==> src/rtl/spi_mm_pkg.sv <==
package spi_mm_pkg;

   typedef struct packed {
      logic cpol;
      logic cpha;
   } spi_phase_t;

   typedef enum logic [2:0] {
      ST_IDLE,
      ST_LEAD,
      ST_SHIFT,
      ST_HOLD,
      ST_FIN
   } spi_state_e;

endpackage

==> src/rtl/spi_mm_cfg_bank.sv <==
module spi_mm_cfg_bank
   import spi_mm_pkg::*;
#(
   parameter int N_TGT   = 4,
   parameter int DIV_W   = 8,
   parameter int RST_DIV = 3,
   localparam int TGT_W  = (N_TGT > 1) ? $clog2(N_TGT) : 1
) (
   input  logic             clk,
   input  logic             rst_n,
   input  logic             we,
   input  logic [TGT_W-1:0] wr_tgt,
   input  spi_phase_t       wr_mode,
   input  logic [DIV_W-1:0] wr_div,
   input  logic             bus_quiet,
   input  logic [TGT_W-1:0] rd_tgt,
   output spi_phase_t       rd_mode,
   output logic [DIV_W-1:0] rd_div,
   output logic             pend_o
);

   logic             pend_q;
   logic [TGT_W-1:0] pend_tgt_q;
   spi_phase_t       pend_mode_q;
   logic [DIV_W-1:0] pend_div_q;

   logic             direct_wr;
   logic             flush_pend;

   spi_phase_t       mode_v [N_TGT];
   logic [DIV_W-1:0] div_v  [N_TGT];

   assign direct_wr  = we && bus_quiet;
   assign flush_pend = pend_q && bus_quiet;

   generate
      for (genvar i = 0; i < N_TGT; i++) begin : g_tgt
         spi_phase_t       mode_r;
         logic [DIV_W-1:0] div_r;
         always_ff @(posedge clk or negedge rst_n) begin
            if (!rst_n) begin
               mode_r <= '0;
               div_r  <= DIV_W'(RST_DIV);
            end else if (direct_wr && wr_tgt == TGT_W'(i)) begin
               mode_r <= wr_mode;
               div_r  <= wr_div;
            end else if (flush_pend && pend_tgt_q == TGT_W'(i)) begin
               mode_r <= pend_mode_q;
               div_r  <= pend_div_q;
            end
         end
         assign mode_v[i] = mode_r;
         assign div_v[i]  = div_r;
      end
   endgenerate

   always_ff @(posedge clk or negedge rst_n) begin
      if (!rst_n) begin
         pend_q      <= 1'b0;
         pend_tgt_q  <= '0;
         pend_mode_q <= '0;
         pend_div_q  <= '0;
      end else if (we && !bus_quiet) begin
         pend_q      <= 1'b1;
         pend_tgt_q  <= wr_tgt;
         pend_mode_q <= wr_mode;
         pend_div_q  <= wr_div;
      end else if (flush_pend) begin
         pend_q <= 1'b0;
      end
   end

   always_comb begin
      rd_mode = '0;
      rd_div  = '0;
      for (int i = 0; i < N_TGT; i++) begin
         if (rd_tgt == TGT_W'(i)) begin
            rd_mode = mode_v[i];
            rd_div  = div_v[i];
         end
      end
   end

   assign pend_o = pend_q;

   // a parked write survives while any select is low
   assert_pend_held_R9: assert property (@(posedge clk) disable iff (!rst_n)
      (pend_q && !bus_quiet) |=> pend_q);

   // a parked write lands once the bus is quiet
   assert_pend_flush_R9: assert property (@(posedge clk) disable iff (!rst_n)
      (pend_q && bus_quiet) |=> !pend_q);

endmodule

==> src/rtl/spi_mm_halfper.sv <==
module spi_mm_halfper #(
   parameter int DIV_W = 8
) (
   input  logic             clk,
   input  logic             rst_n,
   input  logic             restart,
   input  logic [DIV_W-1:0] div,
   output logic             tick
);

   logic [DIV_W-1:0] cnt_q;

   always_ff @(posedge clk or negedge rst_n) begin
      if (!rst_n)                          cnt_q <= '0;
      else if (restart || cnt_q == '0)     cnt_q <= div;
      else                                 cnt_q <= cnt_q - 1'b1;
   end

   assign tick = (cnt_q == '0) && !restart;

   // a nonzero divider never yields back-to-back ticks
   assert_half_period_R5: assert property (@(posedge clk) disable iff (!rst_n)
      (tick && div != '0) |=> !tick);

endmodule

==> src/rtl/spi_mm_engine.sv <==
module spi_mm_engine
   import spi_mm_pkg::*;
#(
   parameter int N_TGT  = 4,
   parameter int DIV_W  = 8,
   parameter int DATA_W = 8,
   localparam int TGT_W = (N_TGT > 1) ? $clog2(N_TGT) : 1,
   localparam int EDGES = 2 * DATA_W,
   localparam int EC_W  = $clog2(EDGES + 1)
) (
   input  logic              clk,
   input  logic              rst_n,
   input  logic              req_valid,
   input  logic [TGT_W-1:0]  req_tgt,
   input  logic [DATA_W-1:0] req_data,
   input  logic              req_last,
   output logic              req_ready,
   input  spi_phase_t        sel_mode,
   input  logic [DIV_W-1:0]  sel_div,
   input  logic              tick,
   output logic              restart,
   output logic [DIV_W-1:0]  cur_div,
   output logic              sclk,
   output logic              mosi,
   input  logic              miso,
   output logic [N_TGT-1:0]  cs_n,
   output logic              rx_valid,
   output logic [DATA_W-1:0] rx_data,
   output logic              done
);

   spi_state_e        state_q;
   logic [TGT_W-1:0]  tgt_q;
   spi_phase_t        mode_q;
   logic [DIV_W-1:0]  div_q;
   logic              last_q;
   logic [DATA_W-1:0] txsh_q;
   logic [DATA_W-1:0] rxsh_q;
   logic [EC_W-1:0]   ecnt_q;
   logic              sclk_q;
   logic              mosi_q;
   logic [N_TGT-1:0]  cs_q;
   logic              rxv_q;
   logic [DATA_W-1:0] rxd_q;
   logic              done_q;

   logic accept;
   logic ld_cpha;
   logic smp;
   logic last_trail;

   assign req_ready  = (state_q == ST_IDLE) || (state_q == ST_HOLD);
   assign accept     = req_valid && req_ready;
   assign restart    = accept;
   assign cur_div    = (state_q == ST_IDLE) ? sel_div : div_q;
   assign ld_cpha    = (state_q == ST_IDLE) ? sel_mode.cpha : mode_q.cpha;
   assign smp        = ~(ecnt_q[0] ^ mode_q.cpha);
   assign last_trail = (ecnt_q == EC_W'(EDGES - 1)) && !mode_q.cpha;

   always_ff @(posedge clk or negedge rst_n) begin
      if (!rst_n) begin
         state_q <= ST_IDLE;
         tgt_q   <= '0;
         mode_q  <= '0;
         div_q   <= '0;
         last_q  <= 1'b0;
         txsh_q  <= '0;
         rxsh_q  <= '0;
         ecnt_q  <= '0;
         sclk_q  <= 1'b0;
         mosi_q  <= 1'b0;
         cs_q    <= '1;
         rxv_q   <= 1'b0;
         rxd_q   <= '0;
         done_q  <= 1'b0;
      end else begin
         rxv_q  <= 1'b0;
         done_q <= 1'b0;
         if (accept) begin
            last_q <= req_last;
            ecnt_q <= '0;
            if (!ld_cpha) begin
               mosi_q <= req_data[DATA_W-1];
               txsh_q <= req_data << 1;
            end else begin
               txsh_q <= req_data;
            end
         end
         case (state_q)
            ST_IDLE: begin
               if (accept) begin
                  tgt_q   <= req_tgt;
                  mode_q  <= sel_mode;
                  div_q   <= sel_div;
                  sclk_q  <= sel_mode.cpol;
                  state_q <= ST_LEAD;
               end
            end
            ST_LEAD: begin
               if (tick) begin
                  cs_q    <= ~(N_TGT'(1) << tgt_q);
                  state_q <= ST_SHIFT;
               end
            end
            ST_SHIFT: begin
               if (tick) begin
                  if (ecnt_q == EC_W'(EDGES)) begin
                     rxv_q <= 1'b1;
                     rxd_q <= rxsh_q;
                     if (last_q) begin
                        cs_q    <= '1;
                        state_q <= ST_FIN;
                     end else begin
                        state_q <= ST_HOLD;
                     end
                  end else begin
                     sclk_q <= ~sclk_q;
                     ecnt_q <= ecnt_q + 1'b1;
                     if (smp) begin
                        rxsh_q <= {rxsh_q[DATA_W-2:0], miso};
                     end else if (!last_trail) begin
                        mosi_q <= txsh_q[DATA_W-1];
                        txsh_q <= txsh_q << 1;
                     end
                  end
               end
            end
            ST_HOLD: begin
               if (accept) state_q <= ST_SHIFT;
            end
            ST_FIN: begin
               done_q  <= 1'b1;
               state_q <= ST_IDLE;
            end
            default: state_q <= ST_IDLE;
         endcase
      end
   end

   assign sclk     = sclk_q;
   assign mosi     = mosi_q;
   assign cs_n     = cs_q;
   assign rx_valid = rxv_q;
   assign rx_data  = rxd_q;
   assign done     = done_q;

   // never more than one select low
   assert_cs_onehot_R6: assert property (@(posedge clk) disable iff (!rst_n)
      $onehot0(~cs_q));

   // select falls with SCLK parked at the latched idle level
   assert_idle_level_R1: assert property (@(posedge clk) disable iff (!rst_n)
      $fell(&cs_q) |-> (sclk_q == mode_q.cpol));

   // no SCLK movement while waiting inside a burst, select stays low
   assert_hold_quiet_R7: assert property (@(posedge clk) disable iff (!rst_n)
      (state_q == ST_HOLD && $past(state_q) == ST_HOLD) |-> ($stable(sclk_q) && !(&cs_q)));

   // target cannot change while shifting
   assert_tgt_locked_R10: assert property (@(posedge clk) disable iff (!rst_n)
      (state_q == ST_SHIFT && $past(state_q) == ST_SHIFT) |-> $stable(tgt_q));

   // done follows the select release by one cycle
   assert_done_after_cs_R11: assert property (@(posedge clk) disable iff (!rst_n)
      done_q |-> ((&cs_q) && $past(&cs_q) && !$past(&cs_q, 2)));

endmodule

==> src/rtl/spi_multi_master.sv <==
module spi_multi_master
   import spi_mm_pkg::*;
#(
   parameter int N_TGT   = 4,
   parameter int DIV_W   = 8,
   parameter int DATA_W  = 8,
   parameter int RST_DIV = 3,
   localparam int TGT_W  = (N_TGT > 1) ? $clog2(N_TGT) : 1
) (
   input  logic              clk,
   input  logic              rst_n,
   input  logic              cfg_we,
   input  logic [TGT_W-1:0]  cfg_tgt,
   input  logic              cfg_cpol,
   input  logic              cfg_cpha,
   input  logic [DIV_W-1:0]  cfg_div,
   output logic              cfg_busy,
   input  logic              req_valid,
   input  logic [TGT_W-1:0]  req_tgt,
   input  logic [DATA_W-1:0] req_data,
   input  logic              req_last,
   output logic              req_ready,
   output logic              rx_valid,
   output logic [DATA_W-1:0] rx_data,
   output logic              done,
   output logic              sclk,
   output logic              mosi,
   input  logic              miso,
   output logic [N_TGT-1:0]  cs_n
);

   generate
      if (N_TGT < 2) begin : g_bad_tgt
         $error("spi_multi_master: N_TGT must be at least 2");
      end
      if (DATA_W < 2) begin : g_bad_data
         $error("spi_multi_master: DATA_W must be at least 2");
      end
      if (DIV_W < 1 || RST_DIV >= (1 << DIV_W)) begin : g_bad_div
         $error("spi_multi_master: RST_DIV does not fit DIV_W");
      end
   endgenerate

   spi_phase_t       wr_mode;
   spi_phase_t       sel_mode;
   logic [DIV_W-1:0] sel_div;
   logic [DIV_W-1:0] cur_div;
   logic             restart;
   logic             tick;
   logic             bus_quiet;

   assign wr_mode   = '{cpol: cfg_cpol, cpha: cfg_cpha};
   assign bus_quiet = &cs_n;

   spi_mm_cfg_bank #(
      .N_TGT   (N_TGT),
      .DIV_W   (DIV_W),
      .RST_DIV (RST_DIV)
   ) bank_i (
      .clk       (clk),
      .rst_n     (rst_n),
      .we        (cfg_we),
      .wr_tgt    (cfg_tgt),
      .wr_mode   (wr_mode),
      .wr_div    (cfg_div),
      .bus_quiet (bus_quiet),
      .rd_tgt    (req_tgt),
      .rd_mode   (sel_mode),
      .rd_div    (sel_div),
      .pend_o    (cfg_busy)
   );

   spi_mm_halfper #(
      .DIV_W (DIV_W)
   ) half_i (
      .clk     (clk),
      .rst_n   (rst_n),
      .restart (restart),
      .div     (cur_div),
      .tick    (tick)
   );

   spi_mm_engine #(
      .N_TGT  (N_TGT),
      .DIV_W  (DIV_W),
      .DATA_W (DATA_W)
   ) eng_i (
      .clk       (clk),
      .rst_n     (rst_n),
      .req_valid (req_valid),
      .req_tgt   (req_tgt),
      .req_data  (req_data),
      .req_last  (req_last),
      .req_ready (req_ready),
      .sel_mode  (sel_mode),
      .sel_div   (sel_div),
      .tick      (tick),
      .restart   (restart),
      .cur_div   (cur_div),
      .sclk      (sclk),
      .mosi      (mosi),
      .miso      (miso),
      .cs_n      (cs_n),
      .rx_valid  (rx_valid),
      .rx_data   (rx_data),
      .done      (done)
   );

endmodule

==> config.mk <==
export PLATFORM = sky130hd
export DESIGN_NAME = spi_multi_master
export DESIGN_NICKNAME = d
export VERILOG_FILES = /design/src/rtl/spi_mm_pkg.sv /design/src/rtl/spi_mm_cfg_bank.sv /design/src/rtl/spi_mm_halfper.sv /design/src/rtl/spi_mm_engine.sv /design/src/rtl/spi_multi_master.sv
export SDC_FILE = /design/constraint.sdc
export NUM_CORES = 1
export LEC_CHECK = 0
export BUFFER_PORTS_ARGS = -buffer_cell sky130_fd_sc_hd__buf_2
export CORE_MARGIN = 5
export CORE_UTILIZATION = 50
export CTS_BUF_LIST = sky130_fd_sc_hd__clkbuf_2 sky130_fd_sc_hd__clkbuf_4 sky130_fd_sc_hd__clkbuf_8
export DETAILED_ROUTE_END_ITERATION = 12
export PLACE_DENSITY = 0.7
export SKIP_LAST_GASP = 1
export SLEW_MARGIN = 20
export SYNTH_ARGS = -nofsm -noshare
export SYNTH_HDL_FRONTEND = slang
export SYNTH_SLANG_ARGS = --single-unit
==> constraint.sdc <==
create_clock -name clk -period 3 [get_ports clk]
set_input_delay 0.15 -clock clk [delete_from_list [all_inputs] [get_ports clk]]
set_output_delay 0.15 -clock clk [all_outputs]
set_load 0.01 [all_outputs]
**Word level (Yosys, flattened, before mapping)**

Cells that the tools add are included.

- Register bits after elaboration: 113
- Logic and storage cells: 167
- Output and inout port bits: 18

- Bitwise gates (word level): 5
- Eq/ne operators: 22
- Reductions and logical operators: 38
- Shift-type cells: 1
- Multiplexer cells: 67
- Add/subtract/negate cells: 2

Operator list:

| operator | number |
|---|---|
| $mux 8 | 21 |
| $mux 2 | 12 |
| $mux 5 | 4 |
| $mux 3 | 6 |
| $mux 1 | 17 |
| $mux 4 | 4 |
| $logic_and 1x1->1 | 14 |
| $reduce_bool 2->1 | 7 |
| $eq 2x2->1 const B | 6 |
| $pmux 3 s4 | 1 |
| $reduce_and 4->1 | 3 |
| $reduce_and 5->1 | 2 |
| $logic_not 8->1 | 1 |
| $ne 2x1->1 const B | 4 |
| $pmux 4 s2 | 1 |
| $sub 8x1->8 const B | 1 |
| $eq 2x1->1 const B | 3 |
| $eq 3x2->1 const B | 2 |
| $logic_not 2->1 | 3 |
| $ne 2x2->1 const B | 3 |
| $add 5x1->5 const B | 1 |
| $eq 5x4->1 const B | 1 |
| $eq 5x5->1 const B | 1 |
| $not 4->4 | 1 |
| 11 further kinds | 16 |

**Logic depth before layout (Yosys ltp)**

Gate-level depths: netlist (run 1).

- Depth after elaboration: 13
- Depth in mapped cells: 8
- Mapped depth without buffers: 7

**Modules after synthesis**

From an unflattened synthesis (run 1), not the netlist that was laid out.

- Cells, all modules: 498
- Area, all modules: 5803.1 µm²

By module, submodules not included:

| module | instances | seq. area each (µm²) | cells an instance | area an instance (µm²) |
|---|---|---|---|---|
| spi_mm_engine | 1 | 1306.3 | 228 | 2680.1 |
| spi_mm_cfg_bank | 1 | 1336.3 | 222 | 2655.0 |
| spi_mm_halfper | 1 | 200.2 | 47 | 459.2 |
| spi_multi_master | 1 | 0.0 | 1 | 8.8 |

**Worst setup path before layout (run 1)**

No wires, ideal clock.

- Kind: register to register
- Start: register half_i.cnt_q[0]
- End: register eng_i.rxsh_q[2]
- Path slack: 0.461 ns
- Stages on the path, launching flop included: 9
- Required time: 2.875 ns
- Path buffers: 2
- Arrival time: 2.415 ns
- Cells stage by stage: dfrtp_1 -> inv_1 -> ha_1 -> or3b_1 -> buf_2 -> or3_1 -> buf_2 -> nor4_4 -> mux2_2

- Cells in the longest elaborated chain, start to end: 3

Ends and longest elaborated chain:

| what | RTL line | RTL |
|---|---|---|
| start, declared | spi_mm_halfper.sv:11 | `logic [DIV_W-1:0] cnt_q;` |
| start signal, assigned | spi_mm_halfper.sv:15 | `else if (restart \|\| cnt_q == '0) cnt_q <= div;` |
| start signal, assigned | spi_mm_halfper.sv:16 | `else cnt_q <= cnt_q - 1'b1;` |
| $logic_not 8->1 | spi_mm_halfper.sv:19 | `assign tick = (cnt_q == '0) && !restart;` |
| $logic_and 1x1->1 | spi_mm_halfper.sv:19 |  |
| $reduce_and 4->1 (no line) | -- |  |
| end signal, assigned | spi_mm_engine.sv:120 | `rxsh_q <= {rxsh_q[DATA_W-2:0], miso};` |
| end, declared | spi_mm_engine.sv:38 | `logic [DATA_W-1:0] rxsh_q;` |

No other way between the ends.
A chain may end at the register's enable or synchronous reset.

**Worst setup path after layout (run 1)**

- Start: register half_i.cnt_q[0]
- End: register eng_i.rxsh_q[3]

The elaborated chain is that of the path after synthesis.

==> results of run 1 <==
## cell usage after synthesis (3+ instances only)
cell      number  area share [%]
a21oi_1       26             2.3
o311ai_0       7             1.1
nand4b_1       3            0.47
nor3b_1        3            0.40
buf_2          4            0.36
clkbuf_1      18             1.2
nor2_1        29             1.9
inv_1         13            0.87
xnor2_1        3            0.47
nand2_1       16             1.1
nor4_1         3            0.33
nand3b_1       3            0.40
o221ai_1       7             1.1
nor3_1         7            0.62
nand3_1        7            0.62
mux2i_1       40             7.1
xor2_1         3            0.47
nor2b_1        4            0.44
nand4_1        3            0.33
ha_1           4            0.89
mux4_2        10             4.0
o21ai_0        4            0.36
mux2_2        82              16
dfstp_2       12             5.6
or3_1          4            0.44
buf_6          3            0.60
dfrtp_1      101              45
## repair_timing
item | CTS | global route
endpoints found under the hold margin | 84 | 0
hold buffers | 17 | 0
gates resized for setup | 0 | 0
endpoints found under the setup margin | 0 | 0
## worst max-delay path by stage
stage                                    from                          end  slack (ns)  depth (start not counted)
floorplan           half_i.cnt_q[0]$_DFF_PN0_  eng_i.rxsh_q[2]$_DFFE_PN0P_        0.46                          8
global placement    half_i.cnt_q[0]$_DFF_PN0_  eng_i.rxsh_q[5]$_DFFE_PN0P_        0.34                          6
detailed placement  half_i.cnt_q[0]$_DFF_PN0_  eng_i.rxsh_q[3]$_DFFE_PN0P_        0.26                          6
CTS                 half_i.cnt_q[0]$_DFF_PN0_  eng_i.rxsh_q[6]$_DFFE_PN0P_        0.25                          6
global route        half_i.cnt_q[0]$_DFF_PN0_  eng_i.rxsh_q[6]$_DFFE_PN0P_        0.14                          6
finish              half_i.cnt_q[0]$_DFF_PN0_  eng_i.rxsh_q[3]$_DFFE_PN0P_        0.26                          6
## kinds of logic (layout without fill, tap and decap cells)
| kind of cell | count (synthesis) | in the layout | synth area share (%) |
|---|---|---|---|
| adders and majority gates | 4 | 4 | 0.8877 |
| xor gates and xnor gates | 6 | 6 | 0.9323 |
| muxes | 134 | 134 | 27.87 |
| DFF | 113 | 113 | 50.42 |
| and+or+nand+nor | 100 | 100 | 9.809 |
| buffers and inverters | 40 | 122 | 3.151 |
| AOI/OAI and AO/OA | 59 | 59 | 6.924 |
## power groups by stage
stage / clock network (W) / registers [W] / logic, W
floorplan: 0 / 0.00235 / 0.00130
global placement: 0 / 0.00243 / 0.00160
detailed placement: 0 / 0.00246 / 0.00165
CTS: 0.00148 / 0.00244 / 0.00167
global route: 0.00154 / 0.00251 / 0.00184
finish: 0.00143 / 0.00244 / 0.00166
## flip-flops by register name (all words and copies together) (netlist names), 2 cells and up
name                 count
bank_i.pend_div_q        8
eng_i.rx_data            8
bank_i.pend_tgt_q        2
bank_i.pend_mode_q       2
eng_i.rxsh_q             8
eng_i.ecnt_q             5
bank_i.g_tgt.mode_r      8
eng_i.div_q              8
bank_i.g_tgt.div_r      32
eng_i.txsh_q             8
half_i.cnt_q             8
eng_i.tgt_q              2
eng_i.cs_n               4
eng_i.state_q            3
## metrics by stage
step                instances  area [sq um]  total power, W
floorplan                 456          5638        0.003645
global placement          630          6067        0.004033
detailed placement        630          6067        0.004114
CTS                       678          6629        0.005589
global route              678          6629        0.005896
finish                    678          6629        0.005528
## metal layers
layer,vias to the layer above,wire (um)
li1,1826,-
met4,0,310
met5,-,0
met3,29,607
met1,1897,5233
met2,91,5971
## final cells by class
type	count	area share (%)
clock inverter	12	2.152
multi-input combinational	303	39.83
inverter	13	0.7361
tap	140	2.643
timing repair buffer	78	8.003
clock buffer	19	3.756
sequential	113	42.88
## worst reg2reg max path: cells and delay by family, from the launching register on
family | cells | cell delay, ns
and+or+nand+nor | 3 | 1.58
muxes | 1 | 0.40
DFF | 1 | 0.39
adders and majority gates | 1 | 0.17
buffers and inverters | 1 | 0.08
==> results.toml, run 1 <==
[die]
start_util_pct = 51.56
io_pins = 46
coreArea_sq_um = 10940
die_h_um = 116.2
row_count = 38
die_width_um = 116.2
fp.dieArea_sq_um = 13500

[sta]
fin_hold_ws_ns = 0.04790
setup_violations = 0
slew_headroom_pct = 49.98
drv_slew = 0
tightestPinTransition_ns = 0.7503
tns_ns = 0
fin_crit_ns = 2.742
postLayoutSetupSlackWorst_ns = 0.2578
rsz0062_at_grt = "false"
skew_ns = 0.01313
hold_viol_final = 0
fin_crit_sh_pct = 91.41
fmax_ghz = 0.3647

[routing]
drt-total-wl_mm = 12.12
viasPerCell = 5.668
drc = 0
drtPass1Iterations = 4
drt_first_iter_violations = 175
wl_per_cell_um = 17.88
drtAntennaViolNets = 0
vias = 3843

[final_layout]
final_common_cell = "dfrtp_1"
nets = 558
register_area_sq_um = 2843
areaGrowthSynthToFinish_pct = 17.58
multi_input_area_sq_um = 2640
most-common-layout-cells = "dfrtp_1 (101), mux2_2 (82), buf_2 (44)"
diodes = 0
fillers = 907
drive_gt1_share_pct = 38.29
final_util_pct = 60.62

[clocking]
root_buffer = "clkbuf_8"
cts_tree = "done"
cts_num_sinks = 113
clk_latency_ns = 0.44
htreeDepth = 4
clk_path_buf_depth = 2
cts-buffers-inserted = 17
clk_pin_slew_ns = 0.07
post_cts_buffers = 0

[pwr]
pwr-share-seq_pct = 44.1
pwr-share-clk_pct = 25.9
vdd_drop_max_mv = 0.4450
power.internal_w = 0.003785
power.switching_w = 0.001743
combinationalPowerShare_pct = 29.9
powerDensity_nw_per_um2 = 833.9
leakage_nw = 2.923
switching_share_pct = 31.53

[placed_design]
dp_hpwl_mm = 8.045
numPortBuffers = 45
place_ws_ns = 0.2639
gp_congestion = 0.7748

[worst_setup_path]
path_cells = "inv_1 > ha_1 > or3b_1 > or3_1 > nor4_4 > mux2_2"
start_kind = "flop"
worstSetupEndpointType = "flop"
rr_endpoint = "eng_i.rxsh_q[3]$_DFFE_PN0P_"
max_stage_delay_ns = 0.58
r2r-start = "half_i.cnt_q[0]$_DFF_PN0_"
cp_num_buf_inv = 1
worstPathArrival_ns = 3.06
slowest_stage = "nor4_4"
reg2reg_depth = 6
critPathKind = "reg2reg"
path_delay_family = "simple AND/OR/NAND/NOR gates"
ff2ff_setup_slack_ns = 0.26
cp_data_required_time_ns = 3.32
cp_max_fo = 8

[synthesis]
synth_edf_count = 0
syn_avg_cell_area_sq_um = 12.36
yosysWarnings = 0
synth_seq_cells = 113
ys_types = 54
netlist_area_sq_um = 5638
synthArstFlopShare_pct = 100.0
yosysSeqAreaShare_pct = 50.42
synth_nets = 488
ys.flop_type = "dfrtp_1"
netlist_instances = 456

[global_route]
grt_pass1_wl_mm = 20.11
met3_usage_pct = 5.389
use_met2_pct = 32.64
met1_usage_pct = 23.89
grt-busiest-layer = "met2"
grt_usage_pct = 19.67
grt_overflow = 0
grt_start_max_net_pins = 58
antenna_found_initial = 0
first_global_vias = 4003

[hold_path]
holdPathEnd = "bank_i.pend_tgt_q[0]$_DFFE_PN0P_"
min_from = "cfg_tgt[0]"
holdCritPathClass = "in2reg"
hold_depth = 2

[run_status]
status = "finished, final reports clean"

[run]
cap_violations = 0
No activity file was read; power rests on OpenSTA's default activity.
==> inputs of run 2 (changes only) <==
--- a/config.mk
+++ b/config.mk
@@ -7,10 +7,10 @@
 export LEC_CHECK = 0
 export BUFFER_PORTS_ARGS = -buffer_cell sky130_fd_sc_hd__buf_2
 export CORE_MARGIN = 5
-export CORE_UTILIZATION = 50
+export CORE_UTILIZATION = 40
 export CTS_BUF_LIST = sky130_fd_sc_hd__clkbuf_2 sky130_fd_sc_hd__clkbuf_4 sky130_fd_sc_hd__clkbuf_8
 export DETAILED_ROUTE_END_ITERATION = 12
-export PLACE_DENSITY = 0.7
+export REMOVE_ABC_BUFFERS = 1
 export SKIP_LAST_GASP = 1
 export SLEW_MARGIN = 20
 export SYNTH_ARGS = -nofsm -noshare
==> run 2 against run 1 <==
Sequential power hardly changed. Clock-buffer cell count is 2 higher. Highest routed layer unchanged. First-iteration DRC count is 120% higher. Largest power group unchanged. Register-to-register slack better by 0.02 ns. Worst setup slack better by 0.024 ns.
==> results.toml, run 2 (synthesis gave the netlist of run 1 again) <==
[final_layout]
regMostFlops = "bank_i.g_tgt.div_r"
areaGrowthSynthToFinish_pct = 19.46
fillers = 1224
largest_reg_flops = 32
final_common_cell = "dfrtp_1"
drive_gt1_share_pct = 38.40
diodes = 0
most-common-layout-cells = "dfrtp_1 (101), mux2_2 (82), buf_2 (44)"
nets = 558
final_util_pct = 48.71

[worst_setup_path]
start_kind = "flop"
ff2ff_setup_slack_ns = 0.28
rr_endpoint = "eng_i.rxsh_q[5]$_DFFE_PN0P_"
r2r-start = "half_i.cnt_q[0]$_DFF_PN0_"
worstPathArrival_ns = 3.06
critPathKind = "reg2reg"
worstSetupEndpointType = "flop"
cp_data_required_time_ns = 3.34
cp_max_fo = 8
reg2reg_depth = 6
crit_start = "half_i.cnt_q[0]$_DFF_PN0_"

[placed_design]
dp_hpwl_mm = 8.149
numPortBuffers = 45
gp_congestion = 0.7882

[sta]
tns_ns = 0
rsz0062_at_grt = "false"
fin_crit_ns = 2.719
drv_slew = 0
setup_violations = 0
fmax_ghz = 0.3678
slew_headroom_pct = 44.49
hold_viol_final = 0
tightestPinTransition_ns = 0.8326
fin_crit_sh_pct = 90.62
skew_ns = 0.007687
fin_hold_ws_ns = 0.04160

[routing]
drt-total-wl_mm = 12.15
drtAntennaViolNets = 0
drtPass1Iterations = 4
drt_first_iter_violations = 379
viasPerCell = 5.381
drc = 0
vias = 3869
wl_per_cell_um = 16.90

[global_route]
grt_pass1_wl_mm = 20.24
grt_overflow = 0
grt_start_max_net_pins = 65
antenna_found_initial = 0
first_global_vias = 3921
grt_usage_pct = 15.66

[hold_path]
holdPathEnd = "eng_i.txsh_q[1]$_DFF_PN0_"
hold_depth = 3
min_from = "req_data[1]"
holdCritPathClass = "in2reg"

[run_status]
status = "finished, final reports clean"

[clocking]
cts_num_sinks = 113
clk_pin_slew_ns = 0.07
clk_latency_ns = 0.45
cts-buffers-inserted = 17
clk_path_buf_depth = 2
post_cts_buffers = 0
root_buffer = "clkbuf_8"
cts_tree = "done"
htreeDepth = 4

[pwr]
pwr-share-clk_pct = 27.9
switching_share_pct = 30.85
leakage_nw = 2.962
power.internal_w = 0.003936
vdd_drop_max_mv = 0.4877
combinationalPowerShare_pct = 29.3
powerDensity_nw_per_um2 = 845.0
pwr-share-seq_pct = 42.8
power.switching_w = 0.001756
total_power_w = 0.005692

[die]
start_util_pct = 40.77
fp.dieArea_sq_um = 16570
coreArea_sq_um = 13830
io_pins = 46
die_h_um = 128.7
die_width_um = 128.7
row_count = 43

[run]
cap_violations = 0
## run 2: timing repair
| action | 4_1_cts | 5_1_grt |
|---|---|---|
| endpoints found under the hold margin | 95 | 0 |
| hold buffers | 18 | 0 |
| resized for setup | 0 | 0 |
## run 2: worst max-delay path, cell delays in order, from the launching register on
cell	delay [ns]
dfrtp_1	0.39
inv_1	0.08
ha_1	0.18
or3b_1	0.45
or3_1	0.55
nor4_4	0.56
mux2_2	0.39
## run 2: area by class of cell
| class | instances | area (sq um) | area share (%) |
|---|---|---|---|
| inverters | 13 | 48.80 | 0.7245 |
| multi-input cells | 303 | 2644 | 39.25 |
| clock inverters | 11 | 158.9 | 2.359 |
| well taps | 180 | 225.2 | 3.344 |
| flip-flops and latches | 113 | 2843 | 42.21 |
| repair buffers | 78 | 533.0 | 7.914 |
| clock buffers | 21 | 282.8 | 4.198 |
## run 2: power by group through the flow
stage	Clock, W	Combinational (W)	Sequential [W]
after detailed placement	0	0.00166	0.00246
after global placement	0	0.00162	0.00244
after floorplan	0	0.00122	0.00237
final	0.00159	0.00167	0.00244
after global routing	0.00170	0.00185	0.00251
after CTS	0.00163	0.00169	0.00244
## run 2: how the worst max path moves through the flow
stage               cells after the start  slack (ns)                              endpoint
floorplan                               4         0.1  bank_i.g_tgt[0].div_r[2]$_DFFE_PN0P_
global placement                        6        0.35           eng_i.rxsh_q[2]$_DFFE_PN0P_
detailed placement                      6        0.28           eng_i.rxsh_q[5]$_DFFE_PN0P_
CTS                                     6        0.26           eng_i.rxsh_q[5]$_DFFE_PN0P_
global route                            6        0.13           eng_i.rxsh_q[4]$_DFFE_PN0P_
finish                                  6        0.28           eng_i.rxsh_q[5]$_DFFE_PN0P_
## run 2: routing by layer
metal	GRT usage, %	wire length, um	up-vias
li1	-	-	1836
met1	20.69	5562	1923
met3	4.193	638	15
met2	24.63	5774	95
met5	0	0	-
met4	6.177	177	0
## run 2: metrics by stage
stage          cells  cell area (sq um)  worst slack (ns)
3_5_place_dp     669               6113            0.2802
3_3_place_gp     669               6110            0.3524
4_1_cts          719               6735            0.2606
6_report         719               6735            0.2815
5_1_grt          719               6735            0.1308
2_1_floorplan    429               5509           0.09609
==> inputs of run 3 (changes only) <==
--- a/config.mk
+++ b/config.mk
@@ -6,13 +6,13 @@
 export NUM_CORES = 1
 export LEC_CHECK = 0
 export BUFFER_PORTS_ARGS = -buffer_cell sky130_fd_sc_hd__buf_2
-export CORE_MARGIN = 5
 export CORE_UTILIZATION = 40
 export CTS_BUF_LIST = sky130_fd_sc_hd__clkbuf_2 sky130_fd_sc_hd__clkbuf_4 sky130_fd_sc_hd__clkbuf_8
 export DETAILED_ROUTE_END_ITERATION = 12
+export PLACE_DENSITY = 0.68
 export REMOVE_ABC_BUFFERS = 1
 export SKIP_LAST_GASP = 1
-export SLEW_MARGIN = 20
+export SLEW_MARGIN = 25
 export SYNTH_ARGS = -nofsm -noshare
 export SYNTH_HDL_FRONTEND = slang
 export SYNTH_SLANG_ARGS = --single-unit
==> run 3 against run 2 <==
Clock power is essentially flat. Final cell count shrank 1.5%. Largest power group unchanged. Clock skew grew 0.0039 ns. Critical endpoint is now eng_i.txsh_q[4]$_DFF_PN0_.
==> results.toml, run 3 (synthesis gave the netlist of run 1 again) <==
[worst_setup_path]
ff2ff_setup_slack_ns = 0.35
worstSetupEndpointType = "flop"
start_kind = "flop"
path_delay_family = "simple AND/OR/NAND/NOR gates"
slowest_stage = "or4_4"
cp_max_fo = 12
critPathKind = "reg2reg"
r2r-start = "half_i.cnt_q[0]$_DFF_PN0_"
rr_endpoint = "eng_i.txsh_q[4]$_DFF_PN0_"
max_stage_delay_ns = 0.63
cp_num_buf_inv = 1
reg2reg_depth = 6
cp_data_required_time_ns = 3.32
worstPathArrival_ns = 2.97
path_cells = "inv_1 > ha_1 > or3b_1 > or4_4 > or3_1 > o221ai_1"

[die]
fp.dieArea_sq_um = 14570
start_util_pct = 40.77
row_count = 43
die_h_um = 120.7
die_width_um = 120.7
io_pins = 46
coreArea_sq_um = 13830

[pwr]
power.internal_w = 0.003929
pwr-share-clk_pct = 28.2
total_power_w = 0.005692
switching_share_pct = 30.97
combinationalPowerShare_pct = 28.9
pwr-share-seq_pct = 42.9
leakage_nw = 2.907
power.switching_w = 0.001763
powerDensity_nw_per_um2 = 859.0
vdd_drop_max_mv = 0.5572

[final_layout]
largest_reg_flops = 32
diodes = 0
drive_gt1_share_pct = 39.02
most-common-layout-cells = "dfrtp_1 (101), mux2_2 (82), buf_2 (44)"
final_common_cell = "dfrtp_1"
nets = 547
regMostFlops = "bank_i.g_tgt.div_r"
areaGrowthSynthToFinish_pct = 17.53
stdcell_area_sq_um = 6626

[clocking]
clk_latency_ns = 0.43
cts_num_sinks = 113
cts-buffers-inserted = 17
root_buffer = "clkbuf_8"
htreeDepth = 4
post_cts_buffers = 0
hold_buffers = 7
cts_tree = "done"
clk_pin_slew_ns = 0.07
clk_path_buf_depth = 2
cts-resized-gates = 0

[placed_design]
dp_hpwl_mm = 7.822
place_ws_ns = 0.3575
place_area_sq_um = 6110
numPortBuffers = 45
gp_congestion = 0.7995

[sta]
drv_slew = 0
slew_headroom_pct = 42.08
fmax_ghz = 0.3773
postLayoutSetupSlackWorst_ns = 0.3499
skew_ns = 0.01155
fin_hold_ws_ns = 0.01813
fin_crit_ns = 2.650
rsz0062_at_grt = "false"
tns_ns = 0
setup_violations = 0
tightestPinTransition_ns = 0.8684
hold_viol_final = 0
fin_crit_sh_pct = 88.34

[global_route]
grt_pass1_wl_mm = 19.82
grt_start_max_net_pins = 114
antenna_found_initial = 0
first_global_vias = 3990
grt_overflow = 0
grt_usage_pct = 17.76

[routing]
viasPerCell = 5.395
drtPass1Iterations = 5
drt-total-wl_mm = 11.93
wl_per_cell_um = 16.85
drc = 0
drtAntennaViolNets = 0
drt_first_iter_violations = 222
vias = 3820

[run]
cap_violations = 0

[hold_path]
holdCritPathClass = "in2reg"
hold_depth = 2
min_from = "cfg_div[4]"
holdPathEnd = "bank_i.pend_div_q[4]$_DFFE_PN0P_"

[run_status]
status = "finished, final reports clean"
[run 3: cell types whose count changed in the layout (fill, tap and decap cells not counted)]
cell	delta
clkinv_2	-2
clkinvlp_4	+1
clkbuf_4	+1
dlygate4sd3_1	-11
o21bai_2	-1
o21bai_1	+1
[run 3: through the flow]
step / cells / util, %
2_1_floorplan: 429 / -
3_3_place_gp: 669 / 44.19
3_5_place_dp: 669 / 44.19
4_1_cts: 708 / 47.92
5_1_grt: 708 / 47.92
6_report: 708 / 47.92
[run 3: power groups by stage]
stage	combinational [W]	sequential, W	clock, W
after floorplan	0.00122	0.00237	0
after detailed placement	0.00164	0.00246	0
final	0.00164	0.00244	0.00160
after global placement	0.00158	0.00243	0
after global routing	0.00183	0.00252	0.00170
after CTS	0.00166	0.00244	0.00163
[run 3: worst max path at each step]
| stage | cells past startpoint | from | endpoint |
|---|---|---|---|
| 2_1_floorplan | 4 | eng_i.cs_n[2]$_DFFE_PN1P_ | bank_i.g_tgt[0].div_r[2]$_DFFE_PN0P_ |
| 3_3_place_gp | 6 | half_i.cnt_q[0]$_DFF_PN0_ | eng_i.rxsh_q[2]$_DFFE_PN0P_ |
| 3_5_place_dp | 6 | half_i.cnt_q[0]$_DFF_PN0_ | eng_i.rxsh_q[2]$_DFFE_PN0P_ |
| 4_1_cts | 6 | half_i.cnt_q[0]$_DFF_PN0_ | eng_i.rxsh_q[2]$_DFFE_PN0P_ |
| 5_1_grt | 6 | half_i.cnt_q[0]$_DFF_PN0_ | eng_i.txsh_q[6]$_DFF_PN0_ |
| 6_report | 6 | half_i.cnt_q[0]$_DFF_PN0_ | eng_i.txsh_q[4]$_DFF_PN0_ |
[run 3: cell type report]
class | instances | area, sq um
Fill cell | 1201 | 7201
Sequential cell | 113 | 2843
Multi-Input combinational cell | 303 | 2640
Timing Repair Buffer | 67 | 422.9
Clock buffer | 22 | 290.3
Tap cell | 180 | 225.2
Clock inverter | 10 | 156.4
Inverter | 13 | 48.80
[run 3: layer usage]
metal  part of all wire (%)  wire [um]  GRT usage [%]
met5                      0          0              0
met4                    1.0        121          5.633
met3                    4.1        493          5.472
met2                     50       5963          28.99
met1                     45       5352          22.49
[run 3: worst reg2reg max path, stage by stage, from the launching register on]
cell and delay (ns):
dfrtp_1 0.39, inv_1 0.08, ha_1 0.18, or3b_1 0.45
or4_4 0.63, or3_1 0.54, o221ai_1 0.27
